==> config.mk <==
export PLATFORM = sky130hd
export DESIGN_NAME = tmr_dual_unit
export DESIGN_NICKNAME = d
export VERILOG_FILES = /design/src/rtl/tmr_pkg.sv /design/src/rtl/tmr_prescaler.sv /design/src/rtl/tmr_channel.sv /design/src/rtl/tmr_dual_unit.sv
export SDC_FILE = /design/constraint.sdc
export NUM_CORES = 1
export LEC_CHECK = 0
export ABC_AREA = 1
export BUFFER_PORTS_ARGS = -buffer_cell sky130_fd_sc_hd__buf_2
export CORE_MARGIN = 4
export CORE_UTILIZATION = 50
export DETAILED_ROUTE_END_ITERATION = 10
export GPL_TIMING_DRIVEN = 0
export PLACE_DENSITY = 0.71
export SYNTH_ARGS = -nofsm -noshare
export SYNTH_HDL_FRONTEND = slang
export SYNTH_HIERARCHICAL = 1
export SYNTH_SLANG_ARGS = --single-unit
==> constraint.sdc <==
create_clock -name clk -period 2.15 [get_ports clk]
set_input_delay 0.3225 -clock clk [delete_from_list [all_inputs] [get_ports clk]]
set_output_delay 0.3225 -clock clk [all_outputs]
set_load 0.1 [all_outputs]
==> src/rtl/tmr_pkg.sv <==
// Package: shared widths, register word addresses and control-nibble layout
// for the dual timer unit. Assumes word-addressed 32-bit registers.
package tmr_pkg;
    localparam int unsigned DATA_W   = 32;
    localparam int unsigned ADDR_W   = 3;
    localparam int unsigned N_TMR    = 2;

    // Register word addresses (channel 0 = real-time, 1 = general-purpose)
    localparam logic [ADDR_W-1:0] REG_RTC_CNT = 3'd0;
    localparam logic [ADDR_W-1:0] REG_RTC_LIM = 3'd1;
    localparam logic [ADDR_W-1:0] REG_GPT_CNT = 3'd2;
    localparam logic [ADDR_W-1:0] REG_GPT_LIM = 3'd3;
    localparam logic [ADDR_W-1:0] REG_CTRL    = 3'd4;

    // Bit offsets inside one timer's control nibble
    localparam int unsigned CTL_AUTO   = 0;
    localparam int unsigned CTL_LOAD   = 1;
    localparam int unsigned CTL_EN     = 2;
    localparam int unsigned CTL_RESUME = 3;
    localparam int unsigned CTL_NIB_W  = 4;

    // Nibble base in the control word for each channel
    localparam int unsigned RTC_CTL_BASE = 8;
    localparam int unsigned GPT_CTL_BASE = 0;

    typedef struct packed {
        logic resume;
        logic en;
        logic load;
        logic auto_rl;
    } tmr_ctl_t;
endpackage

==> src/rtl/tmr_prescaler.sv <==
// Module: tmr_prescaler
// Divides the clock by (limit + 1) while run is high. While run is low the
// divider is held at limit, so the first step comes limit+1 cycles after
// run rises. Assumes limit is stable while running (a change applies at
// the next reload of the divider).
module tmr_prescaler #(
    parameter int unsigned LIM_W = 8
) (
    input  logic             clk,
    input  logic             rst_n,
    input  logic             run,
    input  logic [LIM_W-1:0] limit,
    output logic             step
);
    logic [LIM_W-1:0] div_q;

    assign step = run && (div_q == '0);

    // Purpose: count down from limit, reloading on each step or when idle.
    always_ff @(posedge clk) begin
        if (!rst_n) begin
            div_q <= '1;
        end else if (!run || step) begin
            div_q <= limit;
        end else begin
            div_q <= div_q - 1'b1;
        end
    end
endmodule

==> src/rtl/tmr_channel.sv <==
// Module: tmr_channel
// One down-counting timer: counter, reload value, prescaler limit, the
// auto-reload, enable and continue flags, and a registered one-cycle
// underflow pulse. Assumes at most one of the three write strobes per cycle
// and that a control write takes precedence over a same-cycle step.
module tmr_channel #(
    parameter int unsigned CNT_W = 32,
    parameter int unsigned LIM_W = 8
) (
    input  logic               clk,
    input  logic               rst_n,
    input  logic               rld_we,
    input  logic               lim_we,
    input  logic               ctl_we,
    input  logic [CNT_W-1:0]   wdata,
    input  tmr_pkg::tmr_ctl_t  ctl,
    output logic [CNT_W-1:0]   cnt,
    output logic [CNT_W-1:0]   rld,
    output logic [CNT_W-1:0]   lim_ext,
    output logic               active,
    output logic               irq
);
    logic [LIM_W-1:0] lim_q;
    logic [CNT_W-1:0] cnt_q, rld_q;
    logic             auto_q, en_q, cont_q, irq_q, step;

    assign active  = en_q && cont_q;
    assign cnt     = cnt_q;
    assign rld     = rld_q;
    assign lim_ext = CNT_W'(lim_q);
    assign irq     = irq_q;

    tmr_prescaler #(.LIM_W(LIM_W)) u_div (
        .clk   (clk),
        .rst_n (rst_n),
        .run   (active),
        .limit (lim_q),
        .step  (step)
    );

    // Purpose: hold the prescaler limit, truncated to its own width.
    always_ff @(posedge clk) begin
        if (!rst_n)      lim_q <= '1;
        else if (lim_we) lim_q <= wdata[LIM_W-1:0];
    end

    // Purpose: hold the reload value; never touches the live counter.
    always_ff @(posedge clk) begin
        if (!rst_n)      rld_q <= '1;
        else if (rld_we) rld_q <= wdata;
    end

    // Purpose: count, detect underflow, and apply control commands.
    always_ff @(posedge clk) begin
        if (!rst_n) begin
            cnt_q  <= '1;
            auto_q <= 1'b0;
            en_q   <= 1'b0;
            cont_q <= 1'b0;
            irq_q  <= 1'b0;
        end else begin
            irq_q <= 1'b0;
            if (step) begin
                if (cnt_q == '0) begin
                    irq_q <= 1'b1;
                    if (auto_q) cnt_q  <= rld_q;
                    else        cont_q <= 1'b0;
                end else begin
                    cnt_q <= cnt_q - 1'b1;
                end
            end
            if (ctl_we) begin
                auto_q <= ctl.auto_rl;
                en_q   <= ctl.en;
                if (ctl.load) begin
                    cnt_q  <= rld_q;
                    cont_q <= 1'b1;
                end
                if (ctl.resume) cont_q <= 1'b1;
            end
        end
    end
endmodule

==> src/rtl/tmr_dual_unit.sv <==
// Module: tmr_dual_unit (top)
// Decodes the register bus into two timer channels of different prescaler
// widths and returns read data combinationally. Assumes single-cycle write
// strobes and word addresses from tmr_pkg.
module tmr_dual_unit #(
    parameter int unsigned CNT_W     = 32,
    parameter int unsigned RTC_LIM_W = 8,
    parameter int unsigned GPT_LIM_W = 16
) (
    input  logic                       clk,
    input  logic                       rst_n,
    input  logic                       bus_we,
    input  logic [tmr_pkg::ADDR_W-1:0] bus_addr,
    input  logic [CNT_W-1:0]           bus_wdata,
    output logic [CNT_W-1:0]           bus_rdata,
    output logic                       irq_rtc,
    output logic                       irq_gpt
);
    import tmr_pkg::*;

    logic             ctl_we;
    logic [CNT_W-1:0] cnt_q   [N_TMR];
    logic [CNT_W-1:0] rld_q   [N_TMR];
    logic [CNT_W-1:0] lim_q   [N_TMR];
    logic             act_q   [N_TMR];
    logic             irq_q   [N_TMR];

    assign ctl_we = bus_we && (bus_addr == REG_CTRL);

    for (genvar gi = 0; gi < N_TMR; gi++) begin : g_tmr
        localparam int unsigned          LW   = (gi == 0) ? RTC_LIM_W : GPT_LIM_W;
        localparam int unsigned          BASE = (gi == 0) ? RTC_CTL_BASE : GPT_CTL_BASE;
        localparam logic [ADDR_W-1:0]    A_CNT = (gi == 0) ? REG_RTC_CNT : REG_GPT_CNT;
        localparam logic [ADDR_W-1:0]    A_LIM = (gi == 0) ? REG_RTC_LIM : REG_GPT_LIM;

        tmr_ctl_t ctl_f;
        assign ctl_f = tmr_ctl_t'(bus_wdata[BASE +: CTL_NIB_W]);

        tmr_channel #(.CNT_W(CNT_W), .LIM_W(LW)) u_ch (
            .clk     (clk),
            .rst_n   (rst_n),
            .rld_we  (bus_we && (bus_addr == A_CNT)),
            .lim_we  (bus_we && (bus_addr == A_LIM)),
            .ctl_we  (ctl_we),
            .wdata   (bus_wdata),
            .ctl     (ctl_f),
            .cnt     (cnt_q[gi]),
            .rld     (rld_q[gi]),
            .lim_ext (lim_q[gi]),
            .active  (act_q[gi]),
            .irq     (irq_q[gi])
        );
    end

    assign irq_rtc = irq_q[0];
    assign irq_gpt = irq_q[1];

    // Purpose: select read data; count addresses return the live counter.
    always_comb begin
        unique case (bus_addr)
            REG_RTC_CNT: bus_rdata = cnt_q[0];
            REG_RTC_LIM: bus_rdata = lim_q[0];
            REG_GPT_CNT: bus_rdata = cnt_q[1];
            REG_GPT_LIM: bus_rdata = lim_q[1];
            default:     bus_rdata = '0;
        endcase
    end
endmodule

==> impl_metrics.json, run 1 <==
{
  "p_per_area_nw_per_um2": 555.4,
  "clkTransAtPathRegs_ns": 0.08,
  "finalCriticalPeriod_ns": 2.113,
  "finalSetupViolCount": 0,
  "vias_per_cell": 5.438,
  "grt_pass1_wl_mm": 74.41,
  "first_pass_iters": 6,
  "core_um2": 26280,
  "port_buffers": 70,
  "gr-total-overflow": 0,
  "hold_slack_ns": 0.1327,
  "utilization_pct": 57.86,
  "crit_path_top_delay_cell": "dfxtp_1",
  "arrival_ns": 1.79,
  "syn-cell-area_um2": 13440,
  "final.setup.worst_slack_ns": 0.03668,
  "die_w_um": 172.0,
  "leakage_nw": 8.507,
  "synth_warnings": 6,
  "area_growth_pct": 13.13,
  "die-area_um2": 29570,
  "cts_buffers": 17,
  "wl_per_cell_um": 17.30,
  "drive_gt1_share_pct": 13.22,
  "num_vias": 15199,
  "finClkSkew_ns": 0.01472,
  "insertion_delay_ns": 0.44,
  "clock.fmax_mhz": 473.2,
  "layout_commonest_cell": "nand2_1",
  "cts_max_path_buffers": 2,
  "die_h_um": 172.0,
  "slew_viol_final": 0,
  "multi_input_area_um2": 7898,
  "path_cells": "inv_1, nor2_1, nor2_1, nand2_1, buf_4",
  "power.total_mw": 8.445,
  "status": "finished, final reports clean",
  "grt_max_degree": 20,
  "worst-path-buf-inv": 2,
  "syn_avg_cell_area_um2": 5.816,
  "initial_core_util_pct": 51.14,
  "hold_viol_final": 0,
  "worstMarginPinSlew_ns": 0.6969,
  "gp_congestion": 0.9711,
  "final_cell_mix": "nand2_1, inv_1, nor2_1",
  "path_max_fanout": 6,
  "start_kind": "register",
  "cp_common_cell": "nor2_1",
  "drt_iter0_markers": 1759,
  "critPathKind": "register to primary output",
  "critPathTopFamily": "flip-flops",
  "fillers": 2745,
  "placed_cell_area_um2": 14360,
  "io_pins": 72,
  "antenna_found_initial": 1,
  "synth_cells": 2311,
  "rows": 59,
  "ir_worst_vdd_mv": 0.4549,
  "holdCritPathClass": "input pin to register",
  "pre_cts_slack_ns": -0.8026,
  "seq_area_um2": 3684,
  "slowest_delay_ns": 0.49,
  "cts_hold_buf": 0,
  "required_ns": 1.83,
  "grt_pass1_vias": 13649,
  "ys_types": 40,
  "period_share_pct": 98.29,
  "fin_nets": 2491,
  "ys_seq_area_share_pct": 27.41,
  "slew-limit-headroom_pct": 53.54,
  "drcViolationCount": 0,
  "clock-sinks": 184,
  "hpwl_mm": 37.35,
  "cts_tree": "built",
  "root_buffer": "clkbuf_16",
  "ant_nets": 0,
  "grt_use_total_pct": 32.19,
  "h-tree-depth": 4,
  "cp-end-kind": "primary output",
  "ys_ff_latch": 184,
  "max_cap_viol_count": 0,
  "final_area_um2": 15200,
  "wl_mm": 48.35
}
-- through the flow --
step                      cells  setup TNS (ns)
after floorplan            2349               0
after global placement     2754          -45.74
after detailed placement   2754          -50.00
after CTS                  2788               0
after global routing       2795        -0.01843
final                      2795               0
-- sequential cells by signal (all words and copies together), names as in the netlist --
register	flops
g_tmr.u_ch/cnt	64
g_tmr.u_ch/rld	64
g_tmr.u_ch/lim_q	24
g_tmr.u_ch/u_div/div_q	24
g_tmr.u_ch/auto_q	2
g_tmr.u_ch/cont_q	2
g_tmr.u_ch/en_q	2
g_tmr.u_ch/irq	2
-- where the power goes --
| group | leakage [nW] | switching (mW) | total (mW) | internal (mW) |
|---|---|---|---|---|
| clock network | 0.300 | 1.62 | 3.33 | 1.71 |
| registers | 1.50 | 0.108 | 3.61 | 3.50 |
| logic | 6.71 | 1.13 | 1.50 | 0.372 |
| total | 8.51 | 2.86 | 8.44 | 5.59 |
-- cell usage after synthesis, drive strengths merged --
library cell,count,share of area [%]
nor4,3,0.14
nand4,44,2.0
o211ai,8,0.52
xor2,11,0.72
inv,316,8.8
nand3,211,8.6
a21oi,129,4.8
dfxtp,184,27
clkinv,14,0.39
nand3b,5,0.28
and2,1,0.047
nor2,310,11
nand2,720,21
mux2i,1,0.074
conb,2,0.056
nor3,8,0.30
buf,81,4.2
clkbuf,66,1.8
xnor2,6,0.39
ha,7,0.65
o21ai,181,7.0
o21bai,3,0.22
-- layout make-up --
| class | instances | share of cell area (%) |
|---|---|---|
| multi-input combinational | 1688 | 51.94 |
| inverter | 330 | 8.196 |
| buffer | 147 | 5.579 |
| timing repair buffer | 78 | 3.193 |
| clock inverter | 14 | 1.201 |
| sequential | 184 | 24.23 |
| antenna | 1 | 0.01646 |
| clock buffer | 18 | 2.888 |
| tap | 335 | 2.757 |
-- worst paths after layout --
kind                                            start               endpoint  slack (ns)  depth (start not counted)
worst max register to register   g_tmr[1].u_ch/cnt[0]  g_tmr[1].u_ch/cnt[24]        0.09                         10
worst max-delay path            g_tmr[1].u_ch/cnt[15]          bus_rdata[15]        0.04                          5
worst min-delay path                    bus_wdata[27]  g_tmr[0].u_ch/rld[27]        0.13                          3
worst min register to register  g_tmr[1].u_ch/rld[11]  g_tmr[1].u_ch/rld[11]        0.48                          2
-- layer usage --
metal  up-vias  GRT usage (%)  wire length (µm)
met1      6994          47.15             21640
li1       7421              -                 -
met5         -              0                 0
met3        92          4.435              4427
met4         0          9.091              1367
met2       692          49.62             20920
-- cells by family after synthesis --
| family | after synthesis | synth area share [%] |
|---|---|---|
| AND/OR/NAND/NOR | 1302 | 42.96 |
| buffers and inverters | 477 | 15.23 |
| AO/OA/AOI/OAI | 321 | 12.51 |
| flip-flops | 184 | 27.41 |
| XOR/XNOR | 17 | 1.108 |
| adder cells (fa/ha/maj) | 7 | 0.6516 |
| other | 2 | 0.05588 |
| multiplexers | 1 | 0.07448 |
-- what timing repair did --
action	in CTS	in global routing
gates cloned	0	0
resized for setup	24	49
pin swaps	0	2
endpoints found under the hold margin	0	0
setup endpoints to repair	60	97
setup buffers	2	6
-- worst register-to-register path, stage by stage (launching register included) --
cell	delay, ns
dfxtp_1	0.35
inv_1	0.20
ha_1	0.32
nand3_1	0.23
nor2_2	0.32
nand3_1	0.21
nand2_1	0.11
nand2_1	0.05
o21ai_1	0.12
nand2_1	0.06
nand2_1	0.05
No activity file was read; power rests on OpenSTA's default activity.
==> run 2: changes to the inputs <==
- PLACE_DENSITY: 0.71 -> 0.81
==> run 2 against run 1 <==
  * Sequential share of layout area about the same
  * Utilization about the same
  * Cell area about the same
  * Fmax about the same
  * Worst setup slack worse by 0.00064 ns
==> impl_metrics.json, run 2 (same netlist as run 1, synthesis figures left out) <==
{
  "status": "finished, final reports clean",
  "num_vias": 15254,
  "finalSetupViolCount": 0,
  "cts_max_path_buffers": 2,
  "period_share_pct": 98.32,
  "worstHoldPathCells": 3,
  "worstMarginPinSlew_ns": 0.6634,
  "clkTransAtPathRegs_ns": 0.08,
  "placed_cell_area_um2": 14360,
  "clock-sinks": 184,
  "wl_mm": 47.09,
  "p_per_area_nw_per_um2": 559.3,
  "r2r.worst_path.cells": 10,
  "final.setup.worst_slack_ns": 0.03604,
  "critPathKind": "input pin to primary output",
  "holdCritPathClass": "input pin to register",
  "wl_per_cell_um": 16.87,
  "cp-end-kind": "primary output",
  "first_pass_iters": 6,
  "gr-total-overflow": 0,
  "grt_use_total_pct": 31.60,
  "h-tree-depth": 4,
  "cp-startpoint": "bus_addr[2]",
  "drt_iter0_markers": 1694,
  "finalCriticalPeriod_ns": 2.114,
  "pre_cts_slack_ns": -0.9412,
  "cts_tree": "built",
  "max_cap_viol_count": 0,
  "wl_met1_mm": 20.67,
  "cts_buffers": 17,
  "die_w_um": 172.0,
  "rows": 59,
  "layout_commonest_cell": "nand2_1",
  "path_max_fanout": 10,
  "hold_end": "g_tmr[0].u_ch/rld[17]",
  "clock.fmax_mhz": 473.0,
  "drcViolationCount": 0,
  "worstHoldStart": "bus_wdata[17]",
  "highest_layer": "met5",
  "fillers": 2686,
  "initial_core_util_pct": 51.14,
  "cts_hold_buf": 0,
  "final_area_um2": 15200,
  "fin_nets": 2488,
  "utilization_pct": 57.84,
  "grt_pass1_wl_mm": 73.73,
  "ant_nets": 0,
  "antenna_found_initial": 1,
  "ir_worst_vdd_mv": 0.4675,
  "slew-limit-headroom_pct": 55.78,
  "finClkSkew_ns": 0.01164,
  "core_um2": 26280,
  "insertion_delay_ns": 0.45,
  "drive_gt1_share_pct": 13.19,
  "io_pins": 72,
  "diodes": 0,
  "area_growth_pct": 13.10,
  "gp_congestion": 0.9675,
  "r2r_start": "g_tmr[0].u_ch/u_div/div_q[0]",
  "arrival_ns": 1.79,
  "final_cell_mix": "nand2_1, inv_1, nor2_1",
  "die-area_um2": 29570,
  "met3_length_mm": 4.381,
  "vias_per_cell": 5.465,
  "die_h_um": 172.0,
  "reg2reg_to": "g_tmr[0].u_ch/cnt[13]",
  "required_ns": 1.83,
  "hpwl_mm": 36.26,
  "root_buffer": "clkbuf_16",
  "slew_viol_final": 0,
  "wl_met2_mm": 20.35,
  "port_buffers": 70,
  "hold_viol_final": 0,
  "setup_tns_ns": 0,
  "reg2reg_slack_ns": 0.09,
  "leakage_nw": 8.503,
  "grt_max_degree": 19,
  "start_kind": "input pin",
  "grt_pass1_vias": 13787
}
==> run 2: critical path, cell delays in order <==
cell and delay (ns):
buf_2 0.14, inv_2 0.09, buf_2 0.21, buf_2 0.27
nand3_1 0.12, nand2_1 0.09, inv_1 0.04, nand2_1 0.13
clkbuf_4 0.36
==> run 2: per-layer routing <==
| layer | track usage (%) | vias to the layer above |
|---|---|---|
| met5 | 0 | - |
| met4 | 12.20 | 2 |
| met3 | 3.704 | 98 |
| met2 | 48.14 | 721 |
| met1 | 45.78 | 7025 |
| li1 | - | 7408 |
==> run 2: repair_timing <==
| item | CTS | global route |
|---|---|---|
| setup endpoints to repair | 61 | 99 |
| gates resized for setup | 24 | 59 |
| pin swaps | 0 | 3 |
| cloned | 0 | 0 |
| buffers inserted | 1 | 4 |
==> run 2: layout make-up <==
cell class	count	area, µm²	area share, %
clock buffer	18	439.2	2.889
buffer	147	845.8	5.564
tap	335	419.2	2.757
inverter	330	1244	8.182
clock inverter	14	187.7	1.235
sequential	184	3685	24.24
multi-input combinational	1688	7919	52.09
timing repair buffer	75	461.7	3.037
==> run 2: where the power goes <==
group | internal [mW] | switching (mW)
combinational | 0.374 | 1.13
sequential | 3.50 | 0.103
clock | 1.80 | 1.58
total | 5.68 | 2.82
==> run 2: through the flow <==
| stage | total power, mW | hold slack (ns) | cells |
|---|---|---|---|
| 6_report | 8.502 | 0.1265 | 2791 |
| 3_5_place_dp | 5.108 | 0.4627 | 2754 |
| 2_1_floorplan | 4.724 | 0.4437 | 2349 |
| 5_1_grt | 8.766 | 0.1424 | 2791 |
| 3_3_place_gp | 5.091 | 0.4586 | 2754 |
| 4_1_cts | 8.461 | 0.1194 | 2787 |
==> run 2: worst max path at each step <==
stage / end / slack, ns
global placement: g_tmr[0].u_ch/cnt[6] / -0.91
global route: bus_rdata[28] / -0.009
detailed placement: g_tmr[0].u_ch/cnt[6] / -0.94
CTS: bus_rdata[7] / 0.0009
floorplan: g_tmr[0].u_ch/cnt[12] / 0.04
finish: bus_rdata[31] / 0.04
